--- config.mk ---
export PLATFORM = sky130hd
export DESIGN_NAME = pwm_shadow_chan
export DESIGN_NICKNAME = d
export VERILOG_FILES = /design/src/rtl/pwm_shadow_pkg.sv /design/src/rtl/pwm_shadow_regs.sv /design/src/rtl/pwm_shadow_presc.sv /design/src/rtl/pwm_shadow_core.sv /design/src/rtl/pwm_shadow_chan.sv
export SDC_FILE = /design/constraint.sdc
export NUM_CORES = 1
export LEC_CHECK = 0
export ABC_AREA = 0
export BUFFER_PORTS_ARGS = -buffer_cell sky130_fd_sc_hd__buf_2
export CORE_UTILIZATION = 60
export CTS_CLUSTER_DIAMETER = 50
export DETAILED_ROUTE_END_ITERATION = 12
export PLACE_DENSITY = 0.8
export RECOVER_POWER = 50
export SLEW_MARGIN = 40
export SYNTH_ARGS = -nofsm -noshare
export SYNTH_HDL_FRONTEND = slang
export SYNTH_SLANG_ARGS = --single-unit
--- constraint.sdc ---
create_clock -name clk -period 6.6 [get_ports clk]
set_clock_uncertainty 0.2 [all_clocks]
set_input_delay 0.33 -clock clk [delete_from_list [all_inputs] [get_ports clk]]
set_output_delay 0.33 -clock clk [all_outputs]
set_load 0.02 [all_outputs]
--- src/rtl/pwm_shadow_pkg.sv ---
`timescale 1ns/1ps
package pwm_shadow_pkg;
  // register byte offsets; the software map depends on these
  localparam int unsigned OFS_ID   = 0;
  localparam int unsigned OFS_EN   = 4;
  localparam int unsigned OFS_CLK  = 8;
  localparam int unsigned OFS_CTL  = 12;
  localparam int unsigned OFS_PER  = 16;
  localparam int unsigned OFS_DUTY = 20;

  // enable register bit positions
  localparam int unsigned EN_CLK  = 0;
  localparam int unsigned EN_OUT  = 1;
  localparam int unsigned EN_LOAD = 2;
  localparam int unsigned EN_LOCK = 3;

  localparam int unsigned PRE_W   = 3;
  localparam int unsigned SCALE_W = 9;
  localparam int unsigned CLK_W   = 13;

  typedef enum logic [1:0] {
    MODE_ONCE = 2'd0,
    MODE_LOOP = 2'd1,
    MODE_CAP  = 2'd2,
    MODE_RSV  = 2'd3
  } run_mode_e;

  typedef struct packed {
    logic idle_hi;
    logic act_hi;
  } pol_t;
endpackage

--- src/rtl/pwm_shadow_regs.sv ---
`timescale 1ns/1ps
module pwm_shadow_regs
  import pwm_shadow_pkg::*;
#(
  parameter int unsigned CNT_W    = 16,
  parameter int unsigned ADDR_W   = 5,
  parameter int unsigned CH_TOTAL = 1,
  parameter int unsigned CH_INDEX = 0
) (
  input  logic                clk,
  input  logic                rst_n,
  input  logic                wr_en,
  input  logic [ADDR_W-1:0]   wr_addr,
  input  logic [31:0]         wr_data,
  input  logic [ADDR_W-1:0]   rd_addr,
  output logic [31:0]         rd_data,
  input  logic                commit_i,
  input  logic                once_done_i,
  output logic [3:0]          en_o,
  output logic [1:0]          mode_o,
  output pol_t                pol_o,
  output logic [CNT_W-1:0]    per_o,
  output logic [CNT_W-1:0]    duty_o,
  output logic [PRE_W-1:0]    pre_o,
  output logic [SCALE_W-1:0]  scale_o
);
  localparam logic [ADDR_W-1:0] A_ID   = ADDR_W'(OFS_ID);
  localparam logic [ADDR_W-1:0] A_EN   = ADDR_W'(OFS_EN);
  localparam logic [ADDR_W-1:0] A_CLK  = ADDR_W'(OFS_CLK);
  localparam logic [ADDR_W-1:0] A_CTL  = ADDR_W'(OFS_CTL);
  localparam logic [ADDR_W-1:0] A_PER  = ADDR_W'(OFS_PER);
  localparam logic [ADDR_W-1:0] A_DUTY = ADDR_W'(OFS_DUTY);
  localparam logic [CLK_W-1:0]  CLK_KEEP = 13'h1FF7;
  localparam logic [7:0] ID_VAL = {4'(CH_INDEX), 4'(CH_TOTAL)};

  logic [3:0]       en_q, en_d;
  logic [CLK_W-1:0] clk_q, clk_d;
  logic [3:0]       ctl_q, ctl_d;
  logic [CNT_W-1:0] per_q, per_d, duty_q, duty_d;
  logic             unused_wd;

  assign unused_wd = ^wr_data;

  always_comb begin
    en_d   = en_q;
    clk_d  = clk_q;
    ctl_d  = ctl_q;
    per_d  = per_q;
    duty_d = duty_q;
    if (wr_en) begin
      case (wr_addr)
        A_EN:   en_d   = (en_q & ~wr_data[19:16]) | (wr_data[3:0] & wr_data[19:16]);
        A_CLK:  clk_d  = ((clk_q & ~wr_data[28:16]) | (wr_data[12:0] & wr_data[28:16])) & CLK_KEEP;
        A_CTL:  ctl_d  = (ctl_q & ~wr_data[19:16]) | (wr_data[3:0] & wr_data[19:16]);
        A_PER:  per_d  = wr_data[CNT_W-1:0];
        A_DUTY: duty_d = wr_data[CNT_W-1:0];
        default: ;
      endcase
    end
    if (commit_i)    en_d[EN_LOAD] = 1'b0;
    if (once_done_i) en_d[EN_OUT]  = 1'b0;
  end

  always_ff @(posedge clk or negedge rst_n) begin
    if (!rst_n) begin
      en_q   <= '0;
      clk_q  <= '0;
      ctl_q  <= 4'h5;
      per_q  <= '0;
      duty_q <= '0;
    end else begin
      en_q   <= en_d;
      clk_q  <= clk_d;
      ctl_q  <= ctl_d;
      per_q  <= per_d;
      duty_q <= duty_d;
    end
  end

  always_comb begin
    rd_data = '0;
    case (rd_addr)
      A_ID:   rd_data[7:0]       = ID_VAL;
      A_EN:   rd_data[3:0]       = en_q;
      A_CLK:  rd_data[CLK_W-1:0] = clk_q;
      A_CTL:  rd_data[3:0]       = ctl_q;
      A_PER:  rd_data[CNT_W-1:0] = per_q;
      A_DUTY: rd_data[CNT_W-1:0] = duty_q;
      default: ;
    endcase
  end

  assign en_o    = en_q;
  assign mode_o  = ctl_q[1:0];
  assign pol_o   = pol_t'(ctl_q[3:2]);
  assign per_o   = per_q;
  assign duty_o  = duty_q;
  assign pre_o   = clk_q[2:0];
  assign scale_o = clk_q[12:4];
endmodule

--- src/rtl/pwm_shadow_presc.sv ---
`timescale 1ns/1ps
module pwm_shadow_presc
  import pwm_shadow_pkg::*;
(
  input  logic               clk,
  input  logic               rst_n,
  input  logic               run_i,
  input  logic [PRE_W-1:0]   pre_i,
  input  logic [SCALE_W-1:0] scale_i,
  output logic               tick_o
);
  localparam int unsigned DIV_W = SCALE_W + 1 + (1 << PRE_W) - 1;

  logic [DIV_W-1:0] div_q, div_d, lim;

  assign lim    = ((DIV_W'(scale_i) + DIV_W'(1)) << pre_i) - DIV_W'(1);
  assign tick_o = run_i && (div_q == lim);

  always_comb begin
    if (!run_i || tick_o) div_d = '0;
    else                  div_d = div_q + DIV_W'(1);
  end

  always_ff @(posedge clk or negedge rst_n) begin
    if (!rst_n) div_q <= '0;
    else        div_q <= div_d;
  end
endmodule

--- src/rtl/pwm_shadow_core.sv ---
`timescale 1ns/1ps
module pwm_shadow_core
  import pwm_shadow_pkg::*;
#(
  parameter int unsigned CNT_W = 16
) (
  input  logic             clk,
  input  logic             rst_n,
  input  logic [3:0]       en_i,
  input  logic [1:0]       mode_i,
  input  pol_t             pol_sh_i,
  input  logic [CNT_W-1:0] per_sh_i,
  input  logic [CNT_W-1:0] duty_sh_i,
  input  logic             tick_i,
  output logic             run_o,
  output logic             commit_o,
  output logic             once_done_o,
  output logic [CNT_W-1:0] cnt_o,
  output logic [CNT_W-1:0] per_live_o,
  output logic [CNT_W-1:0] duty_live_o,
  output pol_t             pol_live_o,
  output logic             pwm_o
);
  logic [CNT_W-1:0] cnt_q, cnt_d, per_q, per_d, duty_q, duty_d;
  pol_t             pol_q, pol_d;
  logic             out_q, out_d;
  logic             last, wrap;

  assign run_o       = en_i[EN_CLK] && en_i[EN_OUT] && !mode_i[1];
  assign last        = ({1'b0, cnt_q} + 1'b1) >= {1'b0, per_q};
  assign wrap        = run_o && tick_i && last;
  assign commit_o    = en_i[EN_LOAD] && !en_i[EN_LOCK] && (!run_o || wrap);
  assign once_done_o = wrap && (mode_i == MODE_ONCE);

  always_comb begin
    per_d  = per_q;
    duty_d = duty_q;
    pol_d  = pol_q;
    if (commit_o) begin
      per_d  = per_sh_i;
      duty_d = duty_sh_i;
      pol_d  = pol_sh_i;
    end
    if (!run_o)       cnt_d = '0;
    else if (!tick_i) cnt_d = cnt_q;
    else if (last)    cnt_d = '0;
    else              cnt_d = cnt_q + 1'b1;
    out_d = (run_o && (cnt_q < duty_q)) ? pol_q.act_hi : pol_q.idle_hi;
  end

  always_ff @(posedge clk or negedge rst_n) begin
    if (!rst_n) begin
      cnt_q  <= '0;
      per_q  <= '0;
      duty_q <= '0;
      pol_q  <= '{idle_hi: 1'b0, act_hi: 1'b1};
      out_q  <= 1'b0;
    end else begin
      cnt_q  <= cnt_d;
      per_q  <= per_d;
      duty_q <= duty_d;
      pol_q  <= pol_d;
      out_q  <= out_d;
    end
  end

  assign cnt_o       = cnt_q;
  assign per_live_o  = per_q;
  assign duty_live_o = duty_q;
  assign pol_live_o  = pol_q;
  assign pwm_o       = out_q;
endmodule

--- src/rtl/pwm_shadow_chan.sv ---
`timescale 1ns/1ps
module pwm_shadow_chan
  import pwm_shadow_pkg::*;
#(
  parameter int unsigned CNT_W    = 16,
  parameter int unsigned ADDR_W   = 5,
  parameter int unsigned CH_TOTAL = 1,
  parameter int unsigned CH_INDEX = 0
) (
  input  logic              clk,
  input  logic              rst_n,
  input  logic              wr_en,
  input  logic [ADDR_W-1:0] wr_addr,
  input  logic [31:0]       wr_data,
  input  logic [ADDR_W-1:0] rd_addr,
  output logic [31:0]       rd_data,
  output logic              pwm_out
);
  logic [1:0]         rst_pipe;
  logic               rst_sync_n;
  logic [3:0]         en_w;
  logic [1:0]         mode_w;
  pol_t               pol_sh_w, pol_live_w;
  logic [CNT_W-1:0]   per_sh_w, duty_sh_w, cnt_w, per_live_w, duty_live_w;
  logic [PRE_W-1:0]   pre_w;
  logic [SCALE_W-1:0] scale_w;
  logic               run_w, tick_w, commit_w, once_w;

  always_ff @(posedge clk or negedge rst_n) begin
    if (!rst_n) rst_pipe <= 2'b00;
    else        rst_pipe <= {rst_pipe[0], 1'b1};
  end
  assign rst_sync_n = rst_pipe[1];

  pwm_shadow_regs #(
    .CNT_W(CNT_W), .ADDR_W(ADDR_W), .CH_TOTAL(CH_TOTAL), .CH_INDEX(CH_INDEX)
  ) u_regs (
    .clk(clk), .rst_n(rst_sync_n),
    .wr_en(wr_en), .wr_addr(wr_addr), .wr_data(wr_data),
    .rd_addr(rd_addr), .rd_data(rd_data),
    .commit_i(commit_w), .once_done_i(once_w),
    .en_o(en_w), .mode_o(mode_w), .pol_o(pol_sh_w),
    .per_o(per_sh_w), .duty_o(duty_sh_w),
    .pre_o(pre_w), .scale_o(scale_w)
  );

  pwm_shadow_presc u_presc (
    .clk(clk), .rst_n(rst_sync_n),
    .run_i(run_w), .pre_i(pre_w), .scale_i(scale_w),
    .tick_o(tick_w)
  );

  pwm_shadow_core #(.CNT_W(CNT_W)) u_core (
    .clk(clk), .rst_n(rst_sync_n),
    .en_i(en_w), .mode_i(mode_w), .pol_sh_i(pol_sh_w),
    .per_sh_i(per_sh_w), .duty_sh_i(duty_sh_w), .tick_i(tick_w),
    .run_o(run_w), .commit_o(commit_w), .once_done_o(once_w),
    .cnt_o(cnt_w), .per_live_o(per_live_w), .duty_live_o(duty_live_w),
    .pol_live_o(pol_live_w), .pwm_o(pwm_out)
  );
endmodule

# After elaboration in Yosys (flattened, before gate mapping)
# Index checks and enable logic that the tools add are counted.
# W data, S select, Z words.
[totals]
word_cells = 85
inputBits = 45
ff_bits = 122
[op_classes]
n_eq_ne = 12
n_reduce_logical = 27
muxes = 13
n_shift = 1
addsub = 5
n_bitwise = 10
order_cmp = 2
[op_table]
columns = ["cell", "n"]
rows = [
  ["$mux W16", 3],
  ["$and A13 B13 Y13", 2],
  ["$pmux W4 S6", 1],
  ["$eq A5 B4 Y1 const B", 4],
  ["$eq A5 B5 Y1 const B", 4],
  ["$add A16 B1 Y17 const B", 1],
  ["$add A17 B1 Y17 const B", 1],
  ["$eq A17 B17 Y1", 1],
  ["$ge A17 B16 Y1", 1],
  ["$mux W17", 1],
  ["$shl A17 B3 Y17", 1],
  ["$sub A17 B1 Y17 const B", 1],
  ["$add A16 B1 Y16 const B", 1],
  ["$lt A16 B16 Y1", 1],
  ["$pmux W5 S3", 1],
  ["$reduce_and A2 Y1", 7],
  ["$not A13 Y13", 1],
  ["$or A13 B13 Y13", 1],
  ["$and A4 B4 Y4", 3],
  ["$pmux W4 S3", 1],
  ["$add A9 B1 Y10 const B", 1],
  ["$eq A5 B3 Y1 const B", 2],
  ["$logic_and A1 B1 Y1", 9],
  ["$or A4 B4 Y4", 2],
  ["10 further kinds", 19],
]

# Longest topological paths before layout
# Gate-level depths: netlist (run 1).
[depth]
word_depth = 11
mapped_depth = 19
depth_no_buf = 15

# Cells and area by module
# Synthesis (run 1) repeated with hierarchy kept, for this count alone.
[unflattened]
hier_cells = 877
area_unflattened_um2 = 8719.6
[by_module_without_submodules]
columns = ["mod", "area_each_um2", "seq_area_each_um2", "instances", "cells_per_inst"]
rows = [
  ["pwm_shadow_core", 3358.2, 1277.5, 1, 322],
  ["pwm_shadow_regs", 2806.4, 1303.8, 1, 219],
  ["pwm_shadow_presc", 2501.1, 425.4, 1, 333],
  ["pwm_shadow_chan", 53.8, 50.0, 1, 3],
]

# Least setup slack after synthesis (run 1)
# Ideal clock, no wire load.
[synth_timing]
path_kind = "reg2reg"
start = "register (tool-made name)"
end = "register u_core.cnt_q[11] (netlist: u_core.cnt_o[11])"
stages_incl_launch_ff = 18
setup_ns = 0.096
slack_ns = 2.186
arrival_ns = 4.119
required_time_ns = 6.304
cell_sequence = "dfrtp_1 > buf_4 > buf_4 > buf_2 > or3_1 > ha_1 > inv_1 > a211oi_1 > a41oi_1 > or2_1 > buf_6 > mux2_4 > o2111a_1 > or4_4 > or4_4 > clkbuf_2 > or4_1 > o31ai_1"
[synth_rtl]
columns = ["element", "line_no", "rtl"]
rows = [
  ["to (signal assigned)", "pwm_shadow_core.sv:59", "cnt_q <= cnt_d;"],
  ["to (decl)", "pwm_shadow_core.sv:24", "logic [CNT_W-1:0] cnt_q, cnt_d, per_q, per_d, duty_q, duty_d;"],
]

==> results of run 1 <==
-- synthesized netlist by cell type, drive strengths merged, types with 25 or more instances --
| master | count | area [um^2] |
|---|---|---|
| a31oi | 44 | 275.3 |
| buf | 39 | 259.0 |
| clkbuf | 65 | 245.2 |
| dfrtp | 119 | 2978 |
| ha | 35 | 437.9 |
| inv | 64 | 240.2 |
| mux2 | 53 | 600.6 |
| nand2 | 106 | 397.9 |
| nand3 | 39 | 195.2 |
| nor2 | 40 | 150.1 |
| nor3 | 33 | 165.2 |
| o211ai | 39 | 292.8 |
| o22ai | 38 | 237.7 |
| o311ai | 35 | 306.5 |
| xnor2 | 25 | 219.0 |
-- layout make-up --
class                           count  area [um^2]  share of cell area [%]
Timing Repair Buffer               90        591.8                   5.557
Inverter                           64        240.2                   2.256
Clock inverter                     12        115.1                   1.081
Sequential cell                   122         3058                   28.72
Multi-Input combinational cell    837         5923                   55.62
Clock buffer                       20        456.7                   4.289
Tap cell                          211        264.0                   2.479
-- kinds of logic (layout without fill, tap and decap cells) --
group                    after synthesis  in the layout  synth area share (%)
AND/OR/NAND/NOR                      352            352                 19.28
AO/OA/AOI/OAI                        328            328                 25.46
buffers and inverters                168            186                 7.737
flip-flops                           122            122                 31.77
multiplexers                          64             64                 7.386
XOR/XNOR                              41             41                 3.732
adder cells (fa/ha/maj)               35             35                 4.551
other                                  2             17               0.07805
-- metrics by stage --
step                utilization (%)  cells  hold slack (ps)
global placement              63.89   1302           -83.87
finish                        69.03   1356            20.02
floorplan                         -   1127           -165.6
CTS                           69.11   1354            3.163
detailed placement            64.49   1308           -82.82
global route                  69.03   1356            9.151
-- worst min path at each step --
| stage | depth (start not counted) | slack (ps) | end | from |
|---|---|---|---|---|
| floorplan | 0 | -170 | rst_pipe[0]$_DFF_PN0_ | rst_n |
| global placement | 1 | -80 | rst_pipe[0]$_DFF_PN0_ | rst_n |
| detailed placement | 1 | -80 | rst_pipe[0]$_DFF_PN0_ | rst_n |
| CTS | 2 | 3 | u_regs.duty_o[2]$_DFFE_PN0P_ | wr_data[2] |
| global route | 2 | 9 | u_regs.duty_o[1]$_DFFE_PN0P_ | wr_data[1] |
| finish | 2 | 20 | rst_pipe[0]$_DFF_PN0_ | rst_n |
-- per-layer routing --
metal	vias up	track usage, %
met5	-	0
met4	0	11.00
met3	42	6.528
met2	520	51.16
met1	4493	48.90
li1	4267	-
-- where the power goes --
group / internal, mW / switching, mW
Combinational: 0.465 / 0.672
Clock: 0.540 / 0.367
Sequential: 0.910 / 0.177
Total: 1.92 / 1.22
==> flow_summary.json, run 1 <==
{
  "ys_ff_latch": 122,
  "finalNetCount": 1212,
  "htreeDepth": 4,
  "synth.cell_area_um2": 9622,
  "die-width_um": 128.6,
  "cts_buffers": 17,
  "synthFlopType": "dfrtp_1",
  "violations": "capacitance limit, slew limit",
  "cts_resized": 0,
  "via_per_inst": 6.875,
  "final_max_slew_viol_count": 73,
  "hold_buffers": 14,
  "final_cell_mix": "118 x dfrtp_1, 106 x nand2_1, 63 x inv_1",
  "timing.rr.end": "u_core.cnt_o[13]$_DFFE_PN0N_",
  "maxCapViolations": 3,
  "async_flop_share_pct": 100.0,
  "p_leak_nw": 4.523,
  "antenna-diode-count": 0,
  "rsz0062_at_grt": "false",
  "ys_types": 92,
  "critPathKind": "reg2reg",
  "p_per_area_nw_per_um2": 294.2,
  "die_h_um": 128.6,
  "arrival_ps": 5480,
  "die_area_um2": 16550,
  "status": "complete, but fails checks",
  "rrSetupSlack_ps": 1230,
  "finalSetupTns_ps": 0,
  "finalSetupViolations": 0,
  "cts_max_path_buffers": 2,
  "yosys_warnings": 0,
  "slew_headroom_pct": -42.11,
  "core_area_um2": 15430,
  "start_util_pct": 62.37,
  "fin_area_um2": 10650,
  "rows": 45,
  "ir_worst_vdd_mv": 0.2274,
  "drt_iter0_drc": 1303,
  "wl_met2_mm": 12.24,
  "top_layer": "met4",
  "io_pins": 78,
  "root_buffer": "clkbuf_16",
  "fill_cells": 1215,
  "drc": 0,
  "wl_met3_mm": 2.508,
  "crit_buf_inv": 0,
  "max_freq_mhz": 186.3,
  "post-cts-setup-buffer-count": 0,
  "syn_avg_cell_area_um2": 8.653,
  "worstSetupEndpointType": "register",
  "fin_crit_sh_pct": 81.33,
  "routed_wl_mm": 27.16,
  "drtPass1Iterations": 6,
  "portBuffers": 58,
  "dpl_cell_area_um2": 9950,
  "clock-sinks": 122,
  "hold_viol": 0,
  "cts_tree": "done",
  "critical_path.slowest_cell": "or4_4",
  "worst-path-stages": 12,
  "grt_max_degree": 63,
  "dp_slack_ps": 1380,
  "crit_path_start_kind": "register",
  "m1WireLength_mm": 11.95,
  "wl_per_cell_um": 20.03,
  "track_usage_pct": 33.88,
  "grt_pass1_wl_mm": 43.64,
  "crit_path_frequent_cell": "or4_4",
  "grt.overflow.total": 0,
  "antenna_found_initial": 0,
  "reg2regPathDepth": 12,
  "cp_slowest_stage_delay_ps": 710,
  "worst_slack_ps": 1232,
  "grt_pass1_vias": 8332,
  "vias": 9322,
  "crit_family": "simple AND/OR/NAND/NOR gates",
  "worstPathCellList": "ha_1 > nand3_1 > a32oi_1 > a31o_1 > a31oi_1 > nor2_1 > o311ai_1 > o2111a_1 > or4_4 > or4_4 > or4_1 > o31ai_1",
  "final_common_cell": "dfrtp_1",
  "endpoint": "u_core.cnt_o[13]$_DFFE_PN0N_",
  "ys_seq_area_share_pct": 31.77,
  "critical_path.max_fanout": 49,
  "hp-class": "in2async",
  "period_needed_ps": 5368,
  "clk_pin_slew_ps": 60,
  "synth_edf_count": 0,
  "finalPower_mw": 3.133,
  "tightestPinTransition_ps": 2132,
  "syn_inst": 1112,
  "dp_hpwl_mm": 18.18,
  "drive_above_1_share_pct": 16.07,
  "area_growth_pct": 10.68,
  "drtAntennaViolNets": 0,
  "worstSkewPairLatency_ps": 430,
  "crit_required_ps": 6720,
  "gp_routability_congestion": 0.9459
}
Note: power is estimated with default switching activity, not from simulation.
==> run 2: changes to the inputs <==
CORE_UTILIZATION = 56   (was 60)
PLACE_DENSITY = 0.78   (was 0.8)
clock period = 4.8 ns   (was 6.6 ns; I/O delays follow)
==> run 2 against run 1 <==
The run still ends with capacitance limit, slew limit left. Die area grew 7.0%. Register-to-register slack got worse by 1200 ps. Final area increased by 4.6%. Sequential share of layout area shrank 1.2 points. Critical path depth stayed put. Maximum frequency grew 14%. Hold slack better by 25 ps. Utilization shrank 2.3 points. Clock power rose by 50%. Power increased by 47%. Critical endpoint is now u_core.cnt_o[2]$_DFFE_PN0N_. Largest cell class unchanged. Largest power group unchanged. Highest routed layer unchanged.
==> flow_summary.json, run 2 (synthesis gave the netlist of run 1 again) <==
{
  "status": "complete, but fails checks",
  "violations": "capacitance limit, slew limit",
  "fill_cells": 1322,
  "maxCapViolations": 2,
  "drtPass1Iterations": 6,
  "grt_max_degree": 73,
  "drive_above_1_share_pct": 18.36,
  "slew_headroom_pct": -38.89,
  "final_max_slew_viol_count": 76,
  "die-width_um": 133.1,
  "portBuffers": 58,
  "p_switching_mw": 1.784,
  "cts_buffers": 17,
  "start_util_pct": 57.61,
  "holdPathEnd": "u_regs.per_o[5]$_DFFE_PN0P_",
  "finalNetCount": 1249,
  "reg2regPathDepth": 12,
  "timing.rr.end": "u_core.cnt_o[2]$_DFFE_PN0N_",
  "seq_area_um2": 3062,
  "multi_input_area_um2": 6002,
  "final_common_cell": "dfrtp_1",
  "cts_max_path_buffers": 2,
  "p_per_area_nw_per_um2": 412.5,
  "antenna-diode-count": 0,
  "dp_hpwl_mm": 18.92,
  "via_per_inst": 6.902,
  "hp-class": "in2reg",
  "finalPower_mw": 4.595,
  "tightestPinTransition_ps": 2083,
  "max_freq_mhz": 211.9,
  "finalSetupTns_ps": 0,
  "critPathKind": "reg2reg",
  "critical_path.max_fanout": 14,
  "drc": 0,
  "switching_share_pct": 38.82,
  "clock-sinks": 122,
  "gp_routability_congestion": 0.9051,
  "cts_tree": "done",
  "hold_viol": 0,
  "pwr-share-comb_pct": 38.0,
  "p_seq_share_pct": 32.3,
  "track_usage_pct": 32.70,
  "fin_crit_sh_pct": 98.30,
  "worstPathCellList": "and4_1 > o21ai_1 > a32oi_2 > a31oi_1 > or2_1 > mux2_4 > o2111a_1 > or4_4 > or4_4 > buf_12 > or4_1 > o31ai_1",
  "drtAntennaViolNets": 0,
  "whs_path_depth": 3,
  "p_int_mw": 2.811,
  "io_pins": 78,
  "area_growth_pct": 15.77,
  "clk_pin_slew_ps": 60,
  "vias": 9676,
  "worstSkewPairLatency_ps": 430,
  "die_h_um": 133.1,
  "clock_power_share_pct": 29.7,
  "critical_path.slowest_cell": "or4_4",
  "min_from": "wr_addr[1]",
  "grt_pass1_wl_mm": 46.29,
  "drt_iter0_drc": 1319,
  "period_needed_ps": 4718,
  "die_area_um2": 17710,
  "fin_area_um2": 11140,
  "ir_worst_vdd_mv": 0.2776,
  "core_area_um2": 16700,
  "dpl_cell_area_um2": 10070,
  "cp_slowest_stage_delay_ps": 590,
  "finalSetupViolations": 0,
  "worstSetupEndpointType": "register",
  "crit_required_ps": 4930,
  "rows": 47,
  "root_buffer": "clkbuf_16",
  "arrival_ps": 4850,
  "finish.utilization_pct": 66.70,
  "rrSetupSlack_ps": 80,
  "wl_per_cell_um": 20.91,
  "p_leak_nw": 4.743,
  "htreeDepth": 4,
  "routed_wl_mm": 29.31,
  "antenna_found_initial": 0,
  "grt_pass1_vias": 9091,
  "final_cell_mix": "115 x dfrtp_1, 106 x nand2_1, 63 x inv_1",
  "crit_path_frequent_cell": "or4_4",
  "grt.overflow.total": 0,
  "crit_path_start_kind": "register"
}
## run 2: changes by cell type in the layout (fill, tap and decap cells not counted), moves of 3 or more
cell	previous run	this run
buf_12	0	3
dlygate4sd3_1	14	33
dfrtp_1	118	115
dfrtp_2	1	4
buf_4	13	25
## run 2: what timing repair did
action                                  4_1_cts  5_1_grt
gates resized for setup                       0       19
endpoints found under the setup margin        0       51
endpoints found under the hold margin        52        0
buffers inserted                              0        2
hold buffers                                 33        0
## run 2: metrics by stage
stage / hold slack, ps / std cells / worst slack (ps)
after floorplan: -255.6 / 1127 / 385.6
after global placement: -172.5 / 1329 / 162.5
after detailed placement: -173.0 / 1333 / 50.42
after CTS: 38.40 / 1398 / 19.53
after global routing: 48.58 / 1402 / -18.31
final: 45.05 / 1402 / 81.60
## run 2: worst max-delay path: cells and delay by family, from the launching register on
family	cells	cell delay, ps
AND/OR/NAND/NOR	5	2330
flip-flops	1	540
AO/OA/AOI/OAI	5	1010
multiplexers	1	310
buffers and inverters	1	190
## run 2: layout make-up
type,instances,share of cell area (%)
multi-input combinational,838,53.88
sequential,122,27.49
timing repair buffer,126,8.413
clock buffer,18,3.943
tap,220,2.471
inverter,64,2.157
clock inverter,14,1.651
## run 2: power groups by stage
stage / clock network [mW] / registers, mW / logic (mW)
global placement: 0 / 1.47 / 1.55
floorplan: 0 / 1.41 / 1.24
detailed placement: 0 / 1.48 / 1.60
CTS: 1.37 / 1.47 / 1.65
global route: 1.42 / 1.51 / 1.90
finish: 1.36 / 1.49 / 1.75
## run 2: worst max-delay path by stage
| stage | from | end | slack (ps) | depth (start not counted) |
|---|---|---|---|---|
| final | register | u_core.cnt_o[2]$_DFFE_PN0N_ | 80 | 12 |
| after global routing | register | u_core.cnt_o[3]$_DFFE_PN0N_ | -20 | 12 |
| after CTS | register | u_core.duty_live_o[9]$_DFFE_PN0P_ | 20 | 13 |
| after detailed placement | register | u_core.per_live_o[2]$_DFFE_PN0P_ | 50 | 13 |
| after global placement | register | u_core.per_live_o[2]$_DFFE_PN0P_ | 160 | 13 |
| after floorplan | register | u_core.cnt_o[11]$_DFFE_PN0N_ | 390 | 17 |
## run 2: layer usage
metal  wire, um  global-route usage (%)  part of all wire, %  vias to the layer above
li1           -                       -                    -                     4349
met1      11790                   42.19                   40                     4667
met2      13820                   51.80                   47                      557
met3       2573                   7.050                  8.8                      103
met4       1127                   16.41                  3.8                        0
met5          0                       0                    0                        -
